## config.mk

```make
export PLATFORM = sky130hd
export DESIGN_NAME = pm_event_timer
export DESIGN_NICKNAME = d
export VERILOG_FILES = /design/src/rtl/pmet_pkg.sv /design/src/rtl/pmet_timer.sv /design/src/rtl/pmet_event_regs.sv /design/src/rtl/pmet_bus_fsm.sv /design/src/rtl/pm_event_timer.sv
export SDC_FILE = /design/constraint.sdc
export NUM_CORES = 1
export LEC_CHECK = 0
export CAP_MARGIN = 20
export CORE_ASPECT_RATIO = 1.2
export CORE_MARGIN = 2
export CORE_UTILIZATION = 35
export DETAILED_ROUTE_END_ITERATION = 8
export PLACE_DENSITY = 0.58
export SETUP_SLACK_MARGIN = 0.02
export SYNTH_ARGS = -nofsm -noshare
export SYNTH_HDL_FRONTEND = slang
export SYNTH_SLANG_ARGS = --single-unit
```

## constraint.sdc

```tcl
create_clock -name clk -period 5.49 [get_ports clk]
set_input_delay 1.098 -clock clk [delete_from_list [all_inputs] [get_ports clk]]
set_output_delay 1.098 -clock clk [all_outputs]
set_load 0.01 [all_outputs]
```

## src/rtl/pmet_pkg.sv

```systemverilog
package pmet_pkg;

    typedef enum logic [1:0] {
        ST_IDLE  = 2'd0,
        ST_WRITE = 2'd1,
        ST_READ  = 2'd2
    } bus_state_t;

    localparam logic [1:0]  SZ_BYTE = 2'b00;
    localparam logic [1:0]  SZ_WORD = 2'b01;

    localparam int STS_TMR_BIT = 0;
    localparam int STS_PWR_BIT = 5;
    localparam int STS_GBL_BIT = 8;

    // Status bits allowed to raise the interrupt line.
    localparam logic [15:0] IRQ_MASK = 16'h0121;

    localparam int EVT_SPAN = 4;

    function automatic logic [2:0] size_bytes(input logic [1:0] sz);
        logic [2:0] n;
        if (sz == SZ_BYTE)      n = 3'd1;
        else if (sz == SZ_WORD) n = 3'd2;
        else                    n = 3'd4;
        return n;
    endfunction

    function automatic logic [31:0] trim_size(input logic [31:0] v, input logic [1:0] sz);
        logic [31:0] r;
        if (sz == SZ_BYTE)      r = {24'h0, v[7:0]};
        else if (sz == SZ_WORD) r = {16'h0, v[15:0]};
        else                    r = v;
        return r;
    endfunction

endpackage

```

## src/rtl/pmet_timer.sv

```systemverilog
module pmet_timer #(
    parameter int TMR_W = 32
) (
    input  logic             clk,
    input  logic             rst_n,
    input  logic             tick_en,
    output logic [TMR_W-1:0] count,
    output logic             msb_flip
);
    localparam int MSB = TMR_W - 1;
    localparam logic [TMR_W-1:0] STEP = TMR_W'(1);

    logic [TMR_W-1:0] count_n;

    always_comb begin
        count_n  = count + STEP;
        // flag the edge where the top bit changes, including the wrap
        msb_flip = tick_en && (count_n[MSB] != count[MSB]);
    end

    always_ff @(posedge clk) begin
        if (!rst_n)       count <= '0;
        else if (tick_en) count <= count_n;
    end
endmodule

```

## src/rtl/pmet_event_regs.sv

```systemverilog
module pmet_event_regs
    import pmet_pkg::*;
(
    input  logic        clk,
    input  logic        rst_n,
    input  logic        lane_stb,
    input  logic [1:0]  lane_off,
    input  logic [7:0]  lane_byte,
    input  logic        set_tmr,
    input  logic        set_pwr,
    input  logic        set_gbl,
    output logic [15:0] sts,
    output logic [15:0] en,
    output logic        sci
);
    logic [15:0] clr_vec;
    logic [15:0] set_vec;
    logic [15:0] sts_n;
    logic [15:0] en_n;

    always_comb begin
        clr_vec = '0;
        en_n    = en;
        if (lane_stb) begin
            unique case (lane_off)
                2'd0: clr_vec[7:0]  = lane_byte;
                2'd1: clr_vec[15:8] = lane_byte;
                2'd2: en_n[7:0]     = lane_byte;
                2'd3: en_n[15:8]    = lane_byte;
                default: ;
            endcase
        end
        set_vec              = '0;
        set_vec[STS_TMR_BIT] = set_tmr;
        set_vec[STS_PWR_BIT] = set_pwr;
        set_vec[STS_GBL_BIT] = set_gbl;
        // a set in the same cycle as a clear keeps the bit
        sts_n = ((sts & ~clr_vec) | set_vec) & IRQ_MASK;
    end

    always_ff @(posedge clk) begin
        if (!rst_n) begin
            sts <= '0;
            en  <= '0;
        end else begin
            sts <= sts_n;
            en  <= en_n;
        end
    end

    assign sci = |(sts & en & IRQ_MASK);
endmodule

```

## src/rtl/pmet_bus_fsm.sv

```systemverilog
module pmet_bus_fsm
    import pmet_pkg::*;
#(
    parameter int                 ADDR_W   = 16,
    parameter logic [ADDR_W-1:0]  EVT_BASE = 16'h0040,
    parameter logic [ADDR_W-1:0]  TMR_BASE = 16'h0048,
    parameter int                 TMR_W    = 32
) (
    input  logic              clk,
    input  logic              rst_n,
    input  logic              req,
    input  logic              we,
    input  logic [ADDR_W-1:0] addr,
    input  logic [1:0]        size,
    input  logic [31:0]       wdata,
    input  logic [15:0]       sts,
    input  logic [15:0]       en,
    input  logic [TMR_W-1:0]  tmr,
    output logic              ready,
    output logic              rvalid,
    output logic [31:0]       rdata,
    output logic              err,
    output logic              lane_stb,
    output logic [1:0]        lane_off,
    output logic [7:0]        lane_byte
);
    bus_state_t  state_q, state_n;
    logic [2:0]  off_q, off_n;
    logic [2:0]  left_q, left_n;
    logic [31:0] data_q, data_n;
    logic [31:0] rdata_q, rdata_n;

    logic [ADDR_W-1:0] evt_diff;
    logic              evt_hit;
    logic              tmr_hit;
    logic [1:0]        evt_off;
    logic [31:0]       evt_word;
    logic [31:0]       read_word;

    // address decode and read mux
    always_comb begin
        evt_diff = addr - EVT_BASE;
        evt_hit  = evt_diff < ADDR_W'(EVT_SPAN);
        evt_off  = evt_diff[1:0];
        tmr_hit  = (addr == TMR_BASE);
        evt_word = {en, sts} >> {evt_off, 3'b000};
        if (evt_hit)                read_word = trim_size(evt_word, size);
        else if (tmr_hit && size[1]) read_word = 32'(tmr);
        else                        read_word = '0;
    end

    // next state and next datapath values
    always_comb begin
        state_n = state_q;
        off_n   = off_q;
        left_n  = left_q;
        data_n  = data_q;
        rdata_n = rdata_q;
        unique case (state_q)
            ST_IDLE: begin
                if (req) begin
                    if (!we) begin
                        state_n = ST_READ;
                        rdata_n = read_word;
                    end else if (evt_hit) begin
                        state_n = ST_WRITE;
                        off_n   = {1'b0, evt_off};
                        left_n  = size_bytes(size);
                        data_n  = wdata;
                    end
                end
            end
            ST_WRITE: begin
                off_n  = off_q + 3'd1;
                left_n = left_q - 3'd1;
                data_n = {8'h00, data_q[31:8]};
                if (left_q == 3'd1) state_n = ST_IDLE;
            end
            ST_READ: begin
                state_n = ST_IDLE;
            end
            default: state_n = ST_IDLE;
        endcase
    end

    // state register
    always_ff @(posedge clk) begin
        if (!rst_n) state_q <= ST_IDLE;
        else        state_q <= state_n;
    end

    // datapath registers
    always_ff @(posedge clk) begin
        if (!rst_n) begin
            off_q   <= '0;
            left_q  <= '0;
            data_q  <= '0;
            rdata_q <= '0;
        end else begin
            off_q   <= off_n;
            left_q  <= left_n;
            data_q  <= data_n;
            rdata_q <= rdata_n;
        end
    end

    // outputs
    always_comb begin
        ready     = (state_q == ST_IDLE);
        rvalid    = (state_q == ST_READ);
        rdata     = rdata_q;
        lane_off  = off_q[1:0];
        lane_byte = data_q[7:0];
        lane_stb  = (state_q == ST_WRITE) && !off_q[2];
        err       = (state_q == ST_WRITE) &&  off_q[2];
    end
endmodule

```

## src/rtl/pm_event_timer.sv

```systemverilog
module pm_event_timer
    import pmet_pkg::*;
#(
    parameter int                 ADDR_W   = 16,
    parameter logic [ADDR_W-1:0]  EVT_BASE = 16'h0040,
    parameter logic [ADDR_W-1:0]  TMR_BASE = 16'h0048,
    parameter int                 TMR_W    = 32
) (
    input  logic              clk,
    input  logic              rst_n,
    input  logic              tick_en,
    input  logic              pwr_evt,
    input  logic              gbl_evt,
    input  logic              bus_req,
    input  logic              bus_we,
    input  logic [ADDR_W-1:0] bus_addr,
    input  logic [1:0]        bus_size,
    input  logic [31:0]       bus_wdata,
    output logic              bus_ready,
    output logic              bus_rvalid,
    output logic [31:0]       bus_rdata,
    output logic              bus_err,
    output logic              sci
);
    logic [TMR_W-1:0] tmr_count;
    logic             tmr_flip;
    logic [15:0]      sts_q;
    logic [15:0]      en_q;
    logic             lane_stb;
    logic [1:0]       lane_off;
    logic [7:0]       lane_byte;

    pmet_timer #(.TMR_W(TMR_W)) u_timer (
        .clk      (clk),
        .rst_n    (rst_n),
        .tick_en  (tick_en),
        .count    (tmr_count),
        .msb_flip (tmr_flip)
    );

    pmet_event_regs u_evt (
        .clk       (clk),
        .rst_n     (rst_n),
        .lane_stb  (lane_stb),
        .lane_off  (lane_off),
        .lane_byte (lane_byte),
        .set_tmr   (tmr_flip),
        .set_pwr   (pwr_evt),
        .set_gbl   (gbl_evt),
        .sts       (sts_q),
        .en        (en_q),
        .sci       (sci)
    );

    pmet_bus_fsm #(
        .ADDR_W   (ADDR_W),
        .EVT_BASE (EVT_BASE),
        .TMR_BASE (TMR_BASE),
        .TMR_W    (TMR_W)
    ) u_fsm (
        .clk       (clk),
        .rst_n     (rst_n),
        .req       (bus_req),
        .we        (bus_we),
        .addr      (bus_addr),
        .size      (bus_size),
        .wdata     (bus_wdata),
        .sts       (sts_q),
        .en        (en_q),
        .tmr       (tmr_count),
        .ready     (bus_ready),
        .rvalid    (bus_rvalid),
        .rdata     (bus_rdata),
        .err       (bus_err),
        .lane_stb  (lane_stb),
        .lane_off  (lane_off),
        .lane_byte (lane_byte)
    );
endmodule

```

Word level (Yosys, flattened, before mapping)
Cells that the tools add are included.
{"block": "totals", "ff_bits": 123, "output_inout_bits": 36, "inputBits": 57}
{"block": "op_classes", "eq_ne": 14, "n_addsub": 4, "n_shift": 1, "n_bitwise": 5, "muxes": 26, "n_reduce_logical": 15, "magnitude_cmp": 1}
{"op": "two-way mux 32 bit", "count": 7}
{"op": "one-hot mux 32 bit (2 select lines)", "count": 1}
{"op": "adder 32 x 1 -> 32 bit, second input constant", "count": 1}
{"op": "right shift 32 x 5 -> 32 bit", "count": 1}
{"op": "two-way mux 3 bit", "count": 8}
{"op": "bitwise AND 9 bit", "count": 2}
{"op": "equality test 16 x 7 -> 1 bit, second input constant", "count": 1}
{"op": "less-than comparator 16 x 3 -> 1 bit, second input constant", "count": 1}
{"op": "subtractor 16 x 7 -> 16 bit, second input constant", "count": 1}
{"op": "one-hot mux 3 bit (2 select lines)", "count": 2}
{"op": "two-way mux 9 bit", "count": 1}
{"op": "NOT 9 bit", "count": 1}
{"op": "OR 9 bit", "count": 1}
{"op": "two-way mux 2 bit", "count": 4}
{"op": "two-way mux 8 bit", "count": 1}
{"op": "equality test 2 x 1 -> 1 bit, second input constant", "count": 3}
{"op": "equality test 2 bit, second input constant", "count": 3}
{"op": "logical NOT 2 bit", "count": 3}
{"op": "AND reduction 3 bit", "count": 2}
{"op": "logical AND 1 bit", "count": 4}
{"op": "inequality test 2 x 1 -> 1 bit, second input constant", "count": 2}
{"op": "inequality test 2 bit, second input constant", "count": 2}
{"op": "one-hot mux 2 bit (2 select lines)", "count": 1}
{"op": "AND reduction 2 bit", "count": 2}
{"op": "11 further kinds", "count": 11}

Depth between registers and ports, before layout
Gate-level depths: netlist of the first run.
{"block": "depth", "depth_word": 7, "ltp_mapped": 8, "depth_no_buf": 6}

Cells and area by module
A second synthesis of the first run with hierarchy kept.
{"block": "hier_totals", "hier_cells": 729, "area_unflattened_um2": 6512.5}
{"mod": "pmet_bus_fsm", "cells_per_inst": 455, "area_each_um2": 4102.7, "instances": 1}
{"mod": "pmet_timer", "cells_per_inst": 181, "area_each_um2": 1539.0, "instances": 1}
{"mod": "pmet_event_regs", "cells_per_inst": 93, "area_each_um2": 870.8, "instances": 1}

Worst setup path after synthesis of the first run
No wires, ideal clock.
{"block": "synth_timing", "path_type": "input -> register", "start": "in bus_addr[14]", "end": "reg u_fsm.data_q[24]", "slack_ns": 2.349, "arrival_ns": 3.024, "cell_stages": 6, "n_path_buf": 2, "t_required_ns": 5.373, "path_cell_list": "or4_1 -> buf_2 -> or4_4 -> buf_6 -> o311a_4 -> a22o_1"}
{"block": "synth_between", "elab_chain_cells": 4}
{"element": "start: declaration", "line_no": "pm_event_timer.sv:16", "text": "input logic [ADDR_W-1:0] bus_addr,"}
{"element": "subtractor 16 x 7 -> 16 bit", "line_no": "pmet_bus_fsm.sv:42", "text": "evt_diff = addr - EVT_BASE;"}
{"element": "less-than comparator 16 x 3 -> 1 bit", "line_no": "pmet_bus_fsm.sv:43", "text": "evt_hit = evt_diff < ADDR_W'(EVT_SPAN);"}
{"element": "inequality test 2 x 1 -> 1 bit (no source line)"}
{"element": "AND reduction 4 bit (no source line)"}
{"element": "end signal: assignment", "line_no": "pmet_bus_fsm.sv:102", "text": "data_q <= data_n;"}
{"element": "end: declaration", "line_no": "pmet_bus_fsm.sv:30", "text": "logic [31:0] data_q, data_n;"}
Every way passes these cells.
A chain may end at the register's enable or synchronous reset.

Worst setup path in the final report of the first run
{"block": "layout_timing", "start": "reg u_fsm.state_q[1]", "end": "out bus_err"}
{"block": "layout_between", "elab_chain_cells": 2}
{"element": "start: declaration", "line_no": "pmet_bus_fsm.sv:27", "text": "bus_state_t state_q, state_n;"}
{"element": "start signal: assignment", "line_no": "pmet_bus_fsm.sv:89", "text": "else state_q <= state_n;"}
{"element": "equality test 2 x 1 -> 1 bit", "line_no": "pmet_bus_fsm.sv:115", "text": "err = (state_q == ST_WRITE) && off_q[2];"}
{"element": "logical AND 1 bit", "line_no": "pmet_bus_fsm.sv:115"}
{"element": "end: declaration", "line_no": "pm_event_timer.sv:22", "text": "output logic bus_err,"}
Every way passes these cells.

==> results of run 1 <==
==> state kept, by name, indices dropped and copies added, names as in the netlist <==
name           count
u_fsm.left_q       3
u_evt.sts          3
u_evt.en          16
u_timer.count     32
u_fsm.state_q      2
u_fsm.data_q      32
u_fsm.rdata       32
u_fsm.off_q        3
==> cell families after synthesis <==
kind of cell    synth area share (%)
compound gates                  25.9
simple gates                    22.1
flops                           40.7
buf+inv                         5.43
mux                             2.69
xor+xnor                        1.74
fa+ha+maj                       1.45
==> layout by cell type, fill, tap and decap left out, drive strengths merged, types with 7 or more instances in the layout <==
master         netlist  layout
o31ai               32      32
a31oi               42      42
nor2                21      21
a21oi               80      80
buf                  9      13
o21ai               63      63
nand4b              26      26
inv                 14      14
nand2               63      63
nand2b              11      11
mux2                 8       8
nand3               48      48
ha                   7       7
a22o                16      16
or4                 12      12
dfxtp              123     123
nand4                7       7
clkdlybuf4s50        0      91
or3                  7       7
xor2                 7       7
nor3                13      13
clkbuf              62      24
==> power breakdown <==
group	switching, W	total [W]	internal, W
sequential	0.0000160	0.000927	0.000911
clock	0.000393	0.00109	0.000699
combinational	0.0000842	0.000170	0.0000861
==> layout make-up <==
| type | count | area, um2 | share of cell area (%) |
|---|---|---|---|
| timing repair buffer | 104 | 1020 | 13.3 |
| sequential | 123 | 2460 | 32.1 |
| clock buffer | 24 | 482 | 6.27 |
| inverter | 14 | 52.6 | 0.684 |
| multi-input combinational | 529 | 3300 | 42.9 |
| clock inverter | 7 | 90.1 | 1.17 |
| tap | 216 | 270 | 3.52 |
==> layer usage <==
metal	GRT usage, %	vias up	part of all wire [%]
li1	-	2863	-
met1	24.0	2794	41
met2	34.1	189	51
met3	4.45	22	6.0
met4	7.02	0	1.9
met5	0	-	0
==> stage by stage <==
step	utilization (%)	instance area, um2	hold WS [ns]
detailed placement	41.8	7070	0.464
finish	45.4	7680	0.473
global placement	41.8	7070	0.461
floorplan	-	6060	0.443
CTS	45.2	7640	0.472
global route	45.4	7680	0.500
==> critical path, delay by kind of cell, from the launching register on <==
family	cells	cell delay, ns
buffers and inverters	2	0.93
DFF	1	0.99
and+or+nand+nor	2	0.30
==> worst min path at each step <==
stage | slack [ns] | start | end
3_3_place_gp | 0.46 | u_fsm.data_q[29]$_SDFFE_PN0P_ | u_fsm.data_q[29]$_SDFFE_PN0P_
6_report | 0.47 | u_evt.en[4]$_SDFFE_PN0P_ | u_evt.en[4]$_SDFFE_PN0P_
4_1_cts | 0.47 | u_evt.en[4]$_SDFFE_PN0P_ | u_evt.en[4]$_SDFFE_PN0P_
5_1_grt | 0.50 | u_fsm.data_q[31]$_SDFFE_PN0P_ | u_fsm.data_q[31]$_SDFFE_PN0P_
2_1_floorplan | 0.44 | u_timer.count[31]$_SDFFE_PN0P_ | u_timer.count[31]$_SDFFE_PN0P_
3_5_place_dp | 0.46 | u_evt.en[4]$_SDFFE_PN0P_ | u_evt.en[4]$_SDFFE_PN0P_
==> impl_metrics.py, run 1 <==
metrics = {
    "die": {
        "io_pins": 93,
        "start_util_pct": 35.8,
        "dieWidth_um": 124,
        "die_area_um2": 18400,
        "num_rows": 52,
        "core-area_um2": 16900,
        "fp.dieH_um": 148,
    },
    "worst_setup_path": {
        "cp-endpoint": "bus_err",
        "critPathKind": "flop to primary output",
        "crit_path_cell_trace": "nand2b_1 > buf_4 > nor2_1 > clkdlybuf4s50_1",
        "crit_start": "u_fsm.state_q[1]$_SDFFE_PN0P_",
        "crit_fanout": 64,
        "r2r-end": "u_timer.count[31]$_SDFFE_PN0P_",
        "reg2reg_depth": 4,
        "cpMaxStageDelayCell": "dfxtp_2",
        "r2r-start": "u_timer.count[18]$_SDFFE_PN0P_",
        "rrSetupSlack_ns": 3.16,
        "worst_setup_path_end_kind": "primary output",
        "cp-start-kind": "flop",
        "cpPeakStageDelay_ns": 0.99,
        "crit_arrival_ns": 2.64,
        "crit_required_ns": 4.39,
    },
    "pwr": {
        "p_leak_nw": 2.47,
        "irDropWorstVdd_mv": 0.198,
        "power.density_nw_per_um2": 285,
        "report.power.total_w": 0.00219,
    },
    "sta": {
        "setup_viol": 0,
        "rsz0062_at_grt": "no",
        "max_freq_mhz": 268,
        "slew_headroom_pct": 32.8,
        "min_period_over_period_pct": 68.0,
        "period_minus_slack_ns": 3.74,
        "worst_pin_slew_ns": 1.01,
        "tns_ns": 0,
        "setup_ws_ns": 1.75,
        "slew_viol_final": 0,
        "finalHoldViolations": 0,
        "fin_skew_ns": 0.00958,
    },
    "drt": {
        "totalWireLength_mm": 17.9,
        "ant_nets": 0,
        "wl_per_cell_um": 17.6,
        "drc": 0,
        "vias": 5868,
        "dr.pass1.iters": 5,
        "drt_iter0_drc": 361,
        "avgViaCountPerCell": 5.77,
    },
    "yosys": {
        "synth_top_area_share_pct": 40.7,
        "yosys_register_bits": 123,
        "synth_commonest_cells": "dfxtp_1, a21oi_1, nand2_1, o21ai_0, clkbuf_1",
        "yosysMostFrequentCell": "dfxtp_1",
        "syn-num-nets": 801,
        "synth_edf_count": 0,
        "synth_cell_type_count": 49,
        "synth.cell_area_um2": 6060,
        "synth_warnings": 0,
        "synth-seq-area-share_pct": 40.7,
        "synth-async-reset-ratio_pct": 0,
        "yosysTopAreaCell": "dfxtp_1",
        "synthTopCellsByArea": "dfxtp_1, a21oi_1, o21ai_0",
        "avgSynthCellArea_um2": 8.22,
        "ys.flop_type": "dfxtp_1",
        "synthCells": 737,
    },
    "clock_network": {
        "cts_buffers": 17,
        "cts_resized": 0,
        "cts_tree": "yes",
        "cts_max_level": 4,
        "post_cts_buffers": 0,
        "clk_path_buf_depth": 2,
        "cts_hold_buf": 0,
        "root_buffer": "clkbuf_16",
        "clk_pin_slew_worst_paths_ns": 0.06,
        "insertion_delay_ns": 0.42,
        "cts_sinks": 123,
    },
    "placed_design": {
        "numPortBuffers": 92,
        "place_hpwl_mm": 12.7,
        "place_worst_setup_slack_ns": 1.53,
        "dpl.cell_count": 983,
        "finalWeightedCongestion": 0.812,
    },
    "global_routing": {
        "grt_pass1_vias": 5505,
        "grt_max_degree": 65,
        "grt-ovfl-total": 0,
        "antenna_found_initial": 0,
        "grt_pass1_wl_mm": 28.5,
        "grt_use_total_pct": 19.8,
    },
    "finish": {
        "nets": 853,
        "area_growth_pct": 26.8,
        "fill_cells": 1663,
        "final_cells": 1017,
        "drive_above_1_share_pct": 7.74,
        "antenna_cells": 0,
    },
    "min_path": {
        "whs_path_depth": 2,
        "hp-class": "flop to flop",
    },
    "outcome": {
        "status": "finished clean",
    },
    "flow_run": {
        "max_cap_violations": 0,
    },
}
Power figures use the tool's default switching activity.
==> inputs of run 2 (changes only) <==
Clock period 5.49 ns to 3.8 ns, I/O delays scaled along.
==> impl_metrics.py, run 2 (same netlist as run 1, synthesis figures left out) <==
metrics = {
    "clock_network": {
        "cts_max_level": 4,
        "insertion_delay_ns": 0.41,
        "clk_path_buf_depth": 2,
        "cts_sinks": 123,
        "cts_tree": "yes",
        "cts_hold_buf": 0,
        "post_cts_buffers": 0,
        "root_buffer": "clkbuf_16",
        "cts_resized": 0,
        "clk_pin_slew_worst_paths_ns": 0.06,
        "cts_buffers": 17,
    },
    "finish": {
        "nets": 860,
        "area_growth_pct": 27.0,
        "final_common_cell": "dfxtp_1",
        "mostFrequentLayoutCells": "dfxtp_1, clkdlybuf4s50_1, a21oi_1",
        "drive_above_1_share_pct": 9.03,
        "fill_cells": 1672,
        "antenna_cells": 0,
    },
    "placed_design": {
        "finalWeightedCongestion": 0.829,
        "place_worst_setup_slack_ns": 0.357,
        "place_hpwl_mm": 13.0,
        "numPortBuffers": 92,
    },
    "worst_setup_path": {
        "crit_fanout": 28,
        "cp-start-kind": "primary input",
        "crit_arrival_ns": 3.32,
        "crit_required_ns": 4.11,
        "critPathKind": "primary input to flop",
        "worst_setup_path_end_kind": "flop",
    },
    "drt": {
        "drt_iter0_drc": 361,
        "ant_nets": 0,
        "vias": 5904,
        "wl_per_cell_um": 17.7,
        "dr.pass1.iters": 8,
        "avgViaCountPerCell": 5.77,
        "totalWireLength_mm": 18.2,
        "drc": 0,
    },
    "sta": {
        "min_period_over_period_pct": 79.5,
        "rsz0062_at_grt": "no",
        "slew_viol_final": 0,
        "period_minus_slack_ns": 3.02,
        "fin_skew_ns": 0.00733,
        "worst_pin_slew_ns": 0.982,
        "finalHoldViolations": 0,
        "setup_viol": 0,
        "setup_ws_ns": 0.780,
        "slew_headroom_pct": 34.6,
        "tns_ns": 0,
        "max_freq_mhz": 331,
    },
    "pwr": {
        "seq_power_share_pct": 43.1,
        "power_frac_comb_pct": 8.2,
        "power.density_nw_per_um2": 402,
        "p_int_w": 0.00236,
        "p_leak_nw": 2.47,
        "clock_power_share_pct": 48.7,
        "irDropWorstVdd_mv": 0.304,
        "p_switching_w": 0.000731,
        "swShare_pct": 23.6,
    },
    "outcome": {
        "status": "finished clean",
    },
    "die": {
        "start_util_pct": 35.8,
        "core-area_um2": 16900,
        "num_rows": 52,
        "die_area_um2": 18400,
        "io_pins": 93,
        "fp.dieH_um": 148,
        "dieWidth_um": 124,
    },
    "global_routing": {
        "grt-ovfl-total": 0,
        "grt_pass1_wl_mm": 28.7,
        "grt_use_total_pct": 19.9,
        "antenna_found_initial": 0,
        "grt_max_degree": 82,
        "grt_pass1_vias": 5644,
    },
    "flow_run": {
        "max_cap_violations": 0,
    },
    "min_path": {
        "hp-class": "flop to flop",
    },
}
run 2: worst max-delay path, cell delays in order:
cell	delay, ns
clkdlybuf4s50_1	0.40
or4_1	0.66
or4_4	0.78
o311a_4	0.46
a22o_1	0.25
run 2: area by class of cell:
class,instances,area (um2),area share [%]
multi-input cells,529,3290,42.8
flip-flops and latches,123,2460,32.0
repair buffers,111,1060,13.8
clock buffers,19,453,5.89
well taps,216,270,3.51
clock inverters,12,100,1.30
inverters,14,52.6,0.683
run 2: worst paths after layout:
path,start,to,slack [ns],cells after the start
setup reg to reg,u_fsm.state_q[0]$_SDFFE_PN0P_,u_fsm.rdata[29]$_SDFFE_PN0P_,1.47,5
hold reg to reg,u_evt.en[4]$_SDFFE_PN0P_,u_evt.en[4]$_SDFFE_PN0P_,0.47,2
hold / removal,u_evt.en[4]$_SDFFE_PN0P_,u_evt.en[4]$_SDFFE_PN0P_,0.47,2
setup / recovery,bus_addr[14],u_fsm.data_q[25]$_SDFFE_PN0P_,0.78,5
run 2: metal layers:
metal  global-route usage (%)  part of all wire (%)
met1                     24.9                    43
met2                     33.6                    50
met3                     4.37                   4.9
met4                     6.40                   1.7
met5                        0                     0
run 2: power by group through the flow:
stage          Clock [W]  Sequential, W  Combinational, W
2_1_floorplan          0        0.00136          0.000105
3_3_place_gp           0        0.00136          0.000250
3_5_place_dp           0        0.00136          0.000253
4_1_cts          0.00153        0.00133          0.000255
5_1_grt          0.00158        0.00133          0.000277
6_report         0.00151        0.00133          0.000254
run 2: through the flow:
stage | total power, W | util, % | hold WS [ns] | cell area [um2] | instances
2_1_floorplan | 0.00147 | - | 0.443 | 6060 | 737
3_3_place_gp | 0.00161 | 42.2 | 0.452 | 7140 | 993
3_5_place_dp | 0.00161 | 42.2 | 0.461 | 7140 | 993
4_1_cts | 0.00311 | 45.5 | 0.468 | 7690 | 1024
5_1_grt | 0.00319 | 45.5 | 0.486 | 7690 | 1024
6_report | 0.00309 | 45.5 | 0.468 | 7690 | 1024
